### src/rtl/fifo36_rt_ctrl.sv
module fifo36_rt_ctrl #(
  parameter int DW   = 36,
  parameter int AW   = 6,
  parameter int HOLD = 4
) (
  input  logic          clk,
  input  logic          mrst_n,
  input  logic          cmd_n,
  input  logic          cmd_sel,
  input  logic          timing_in,
  input  logic [2:0]    ofs_sel,
  input  logic          wr_en,
  input  logic [DW-1:0] wr_data,
  input  logic          rd_en,
  output logic [DW-1:0] rd_data,
  output logic          in_rdy,
  output logic          out_rdy,
  output logic          ae_n,
  output logic          af_n
);
  localparam int DEPTH = 1 << AW;
  localparam int CW = $clog2(HOLD + 1);
  localparam logic [AW:0] FULLV = (AW+1)'(DEPTH);
  localparam logic [CW-1:0] LAST = CW'(HOLD - 1);

  logic [DW-1:0] mem [DEPTH];
  logic [AW:0]   wr_ptr, rd_ptr, count, occ;
  logic [CW-1:0] mcnt, scnt;
  logic          m_act, p_act, rt_act, run, mode_q, mode_pend, ov;
  logic [1:0]    wake;
  logic [2:0]    fs_q;
  int unsigned   off;

  function automatic int unsigned off_of(input logic [2:0] s);
    int unsigned v;
    case (s)
      3'd0: v = 8;
      3'd1: v = 16;
      3'd2: v = 64;
      default: v = 32'd1 << (int'(s) + 5);
    endcase
    if (v > DEPTH - 1) v = DEPTH - 1;
    return v;
  endfunction

  wire m_hit = !mrst_n && mcnt == LAST && !m_act;
  wire m_rel = mrst_n && m_act;
  wire s_hit = !cmd_n && scnt == LAST && !p_act && !rt_act && !m_act && !m_hit;
  wire p_hit = s_hit && !cmd_sel;
  wire t_hit = s_hit && cmd_sel;
  wire s_rel = cmd_n && (p_act || rt_act);
  wire fwft  = !mode_q;
  wire clr   = m_hit || p_hit;

  assign count   = wr_ptr - rd_ptr;
  assign occ     = count + {{AW{1'b0}}, ov & fwft};
  assign off     = off_of(fs_q);
  assign in_rdy  = run && count != FULLV;
  assign out_rdy = !rt_act && (fwft ? ov : count != '0);
  assign ae_n    = 32'(occ) > off;
  assign af_n    = 32'(FULLV - count) > off;

  wire do_wr = wr_en && in_rdy;

  always_ff @(posedge clk) begin
    mcnt <= mrst_n ? '0 : (mcnt == LAST ? mcnt : mcnt + 1'b1);
    scnt <= cmd_n  ? '0 : (scnt == LAST ? scnt : scnt + 1'b1);
  end

  always_ff @(posedge clk) begin
    if (m_hit) begin
      m_act  <= 1'b1;
      p_act  <= 1'b0;
      rt_act <= 1'b0;
      run    <= 1'b0;
      wake   <= 2'd0;
    end else if (m_act) begin
      if (m_rel) begin
        m_act     <= 1'b0;
        fs_q      <= ofs_sel;
        mode_pend <= 1'b1;
        wake      <= 2'd1;
      end
    end else begin
      if (p_hit) begin
        p_act <= 1'b1;
        run   <= 1'b0;
        wake  <= 2'd0;
      end else if (t_hit) begin
        rt_act <= 1'b1;
      end else if (s_rel) begin
        if (p_act) wake <= 2'd1;
        p_act  <= 1'b0;
        rt_act <= 1'b0;
      end
      if (!p_hit) begin
        if (wake == 2'd1) begin
          wake <= 2'd2;
          if (mode_pend) begin
            mode_q    <= timing_in;
            mode_pend <= 1'b0;
          end
        end else if (wake == 2'd2) begin
          wake <= 2'd0;
          run  <= 1'b1;
        end
      end
    end
  end

  always_ff @(posedge clk)
    if (do_wr && !clr) mem[wr_ptr[AW-1:0]] <= wr_data;

  always_ff @(posedge clk) begin
    if (clr) begin
      wr_ptr <= '0;
      rd_ptr <= '0;
      ov     <= 1'b0;
    end else begin
      if (do_wr) wr_ptr <= wr_ptr + 1'b1;
      if (t_hit) begin
        rd_ptr <= '0;
        ov     <= 1'b0;
      end else if (!rt_act) begin
        if (!fwft) begin
          if (rd_en && count != '0) begin
            rd_data <= mem[rd_ptr[AW-1:0]];
            rd_ptr  <= rd_ptr + 1'b1;
          end
        end else if (count != '0 && (!ov || rd_en)) begin
          rd_data <= mem[rd_ptr[AW-1:0]];
          rd_ptr  <= rd_ptr + 1'b1;
          ov      <= 1'b1;
        end else if (rd_en) begin
          ov <= 1'b0;
        end
      end
    end
  end
endmodule

### config.mk
export PLATFORM = sky130hd
export DESIGN_NAME = fifo36_rt_ctrl
export DESIGN_NICKNAME = d
export VERILOG_FILES = /design/src/rtl/fifo36_rt_ctrl.sv
export SDC_FILE = /design/constraint.sdc
export NUM_CORES = 2
export LEC_CHECK = 0
export BUFFER_PORTS_ARGS = -buffer_cell sky130_fd_sc_hd__buf_2
export CAP_MARGIN = 40
export CORE_AREA = 5 5 509 511
export DETAILED_ROUTE_END_ITERATION = 16
export DIE_AREA = 0 0 514 516
export MAX_ROUTING_LAYER = met4
export SYNTH_ARGS = -nofsm -noshare
export SYNTH_HDL_FRONTEND = slang
export SYNTH_SLANG_ARGS = --single-unit
### constraint.sdc
create_clock -name clk -period 5.85 [get_ports clk]
set_input_delay 0.2925 -clock clk [delete_from_list [all_inputs] [get_ports clk]]
set_output_delay 0.2925 -clock clk [all_outputs]
set_load 0.02 [all_outputs]
==> results_dict.tcl <==
set metrics [dict create \
    status "complete, no violations" \
    core-area_um2 253000 \
    htree_levels 4 \
    nNetsFinal 4250 \
    fin_cells 7720 \
    drt_first_pass_iters 6 \
    min_path_cells 1 \
    start_kind "register" \
    wl_per_cell_um 28.6 \
    dieWidth_um 514 \
    wl_um 221000 \
    cp.arrival_ns 5.17 \
    rsz0062_at_grt "no" \
    port_buffers 85 \
    tightestPinTransition_ns 0.939 \
    slowest_delay_ns 0.47 \
    worstPathMaxFanout 9 \
    clkPwrFrac_pct 29.3 \
    critPathKind "reg2out" \
    boundaryPins 86 \
    ys_ff_latch 2378 \
    place_hpwl_um 133000 \
    grt_start_max_net_pins 110 \
    post-route-drc-count 0 \
    die_y_um 516 \
    root_buffer "clkbuf_16" \
    fin_tns_setup_ns 0 \
    end_kind "primary output" \
    cp_slowest_cell "dfxtp_1" \
    ir_worst_vdd_mv 0.397 \
    layout_commonest_cell "edfxtp_1" \
    cts_buffers 227 \
    reg2reg_depth 12 \
    finalMaxSlewViolations 0 \
    grt_pass1_wl_um 316000 \
    layout-drive-gt1-share_pct 31.0 \
    fmax_mhz 183 \
    relSlewSlack_pct 37.4 \
    clock_sinks 2378 \
    synth_edf_count 2345 \
    r2r_start "wr_ptr[0]$_SDFFE_PP0P_" \
    track_usage_pct 16.9 \
    viasPerCell 5.44 \
    cts_tree "built" \
    netlist-cell-type-count 58 \
    synth-seq-area-share_pct 78.1 \
    die-area_um2 265000 \
    clkLatencyLatePin_ns 0.87 \
    grt_pass1_vias 41800 \
    syn_area_um2 91100 \
    dp.cells 7284 \
    min_to "mem[8][21]$_DFFE_PP_" \
    async_flop_share_pct 0 \
    hold_class "in2reg" \
    p_seq_share_pct 40.5 \
    switchingPower_mw 15.3 \
    mostFrequentLayoutCells "2345 x edfxtp_1, 687 x mux4_2, 228 x clkbuf_16" \
    grt_overflow 0 \
    postSynthCellCount 3833 \
    fin_worst_skew_ns 0.0598 \
    dr.first_iter.drc_count 5124 \
    layout_min_cycle_time_ns 5.46 \
    cts_buffer_depth 3 \
    fp-row-count 185 \
    area_growth_pct 15.1 \
    whs_ns 0.0769 \
    postCtsSetupBuffers 0 \
    period_share_pct 93.4 \
    grt_antenna_before_repair 13 \
    initial_core_util_pct 35.9 \
    switching_share_pct 31.0 \
    ant_nets 0 \
    r2r_slack_ns 1.27 \
    power.internal_mw 34.0 \
    yosysWarnings 0 \
    cap_viol_max_count 0 \
    num_vias 42000 \
    leakagePower_nw 32.2 \
    cp_cell_sequence "inv_1, ha_1, fa_1, nand2b_1, a21oi_1, xnor2_1, nor4_1, nor2_2, ha_1, a21oi_1, o22ai_1, o21ai_0, o21ai_0, a2111oi_0, o22ai_1, buf_2" \
    hold_viol 0 \
    path_clk_slew_ns 0.06 \
    place.gp.congestion 0.839 \
    rr_endpoint "mem[19][20]$_DFFE_PP_" \
    final-setup-viol-count 0 \
    hp-start "wr_data[21]" \
    cp_data_required_time_ns 5.56 \
    synth_area_per_cell_um2 23.8 \
    power_frac_comb_pct 30.2 \
    synth_flop_cell "edfxtp_1" \
    p_per_area_nw_per_um2 470 \
    power.total_mw 49.2 \
]
through the flow:
stage | utilization (%) | setup WS, ns | area [µm²]
after floorplan | - | 0.155 | 91100
final | 41.4 | 0.388 | 105000
after global routing | 41.4 | 0.0701 | 105000
after global placement | 38.2 | 1.10 | 96900
after CTS | 41.4 | 0.204 | 105000
after detailed placement | 38.4 | 1.17 | 97300
cells by family (layout without fill, tap and decap cells):
family                     after synthesis  after routing  share of synthesized area [%]
xor gates and xnor gates                19             19                          0.191
buffers and inverters                  216            723                          0.998
adders and majority gates               38             38                          0.528
AOI/OAI and AO/OA                      204            204                           1.51
and+or+nand+nor                        252            252                           1.30
muxes                                  725            725                           17.4
DFF                                   2378           2378                           78.1
other                                    1             15                        0.00412
cells in the mapped netlist, types with 7 or more instances:
cell type | count | area share (%)
a21oi_1 | 50 | 0.27
o21ai_0 | 12 | 0.066
edfxtp_1 | 2345 | 77
clkbuf_1 | 82 | 0.34
buf_2 | 75 | 0.41
nand2b_1 | 7 | 0.048
o221ai_1 | 25 | 0.24
nand2_1 | 27 | 0.11
mux2i_1 | 38 | 0.42
buf_1 | 37 | 0.15
mux4_2 | 687 | 17
and3_1 | 7 | 0.048
ha_1 | 36 | 0.49
nand4_1 | 9 | 0.062
a21o_1 | 10 | 0.082
inv_1 | 21 | 0.087
nor2_1 | 123 | 0.51
nor2b_1 | 8 | 0.055
a22oi_1 | 15 | 0.12
a211oi_1 | 8 | 0.066
xnor2_1 | 11 | 0.11
nand3_1 | 21 | 0.12
dfxtp_1 | 33 | 0.73
nor3_1 | 23 | 0.13
xor2_1 | 7 | 0.067
o22ai_1 | 60 | 0.41
timing repair:
item                                    CTS  global route
endpoints found under the hold margin   185             0
gates resized for setup                   0             1
hold buffers                             19             0
endpoints found under the setup margin    0             1
cell type report:
type | count | area, µm²
multi-input cells | 1249 | 19600
diodes | 4 | 10.0
well taps | 3366 | 4210
fillers | 21700 | 149000
inverters | 21 | 78.8
repair buffers | 290 | 2550
clock buffers | 273 | 5870
clock inverters | 139 | 1450
flip-flops and latches | 2378 | 71100
per-layer routing:
| metal | track usage (%) | part of all wire (%) | vias to the layer above |
|---|---|---|---|
| met1 | 23.9 | 43 | 22800 |
| met2 | 26.1 | 48 | 1671 |
| met3 | 2.53 | 6.9 | 284 |
| met5 | - | 0 | - |
| met4 | 4.15 | 2.5 | 0 |
| li1 | - | - | 17200 |
worst max-delay path, delay by kind of cell (launching register included):
kind,cells,cell delay (ns)
DFF,1,0.47
AOI/OAI and AO/OA,7,1.26
xor gates and xnor gates,1,0.38
adders and majority gates,3,1.00
buffers and inverters,2,0.40
and+or+nand+nor,3,0.80
flip-flops by register name, summed over array words and instances (netlist names), 2 cells and up, named ones only:
name / flops
mem: 2304
rd_data: 36
rd_ptr: 7
wr_ptr: 7
fs_q: 3
mcnt: 3
scnt: 3
wake: 2
power by group through the flow:
| stage | clock (mW) | combinational [mW] | sequential, mW |
|---|---|---|---|
| after floorplan | 0 | 9.39 | 20.1 |
| after global placement | 0 | 14.8 | 20.3 |
| after detailed placement | 0 | 15.0 | 20.3 |
| after CTS | 14.7 | 15.0 | 20.0 |
| after global routing | 15.4 | 15.6 | 20.0 |
| final | 14.4 | 14.9 | 19.9 |
how the worst max path moves through the flow:
stage	from	to	slack (ns)
after floorplan	wr_ptr[0]$_SDFFE_PP0P_	mem[19][0]$_DFFE_PP_	0.16
final	wr_ptr[0]$_SDFFE_PP0P_	af_n	0.39
after detailed placement	wr_ptr[0]$_SDFFE_PP0P_	af_n	1.17
after global routing	wr_ptr[0]$_SDFFE_PP0P_	af_n	0.07
after CTS	wr_ptr[0]$_SDFFE_PP0P_	af_n	0.20
after global placement	wr_ptr[0]$_SDFFE_PP0P_	mem[15][12]$_DFFE_PP_	1.10
Power figures use the tool's default switching activity.
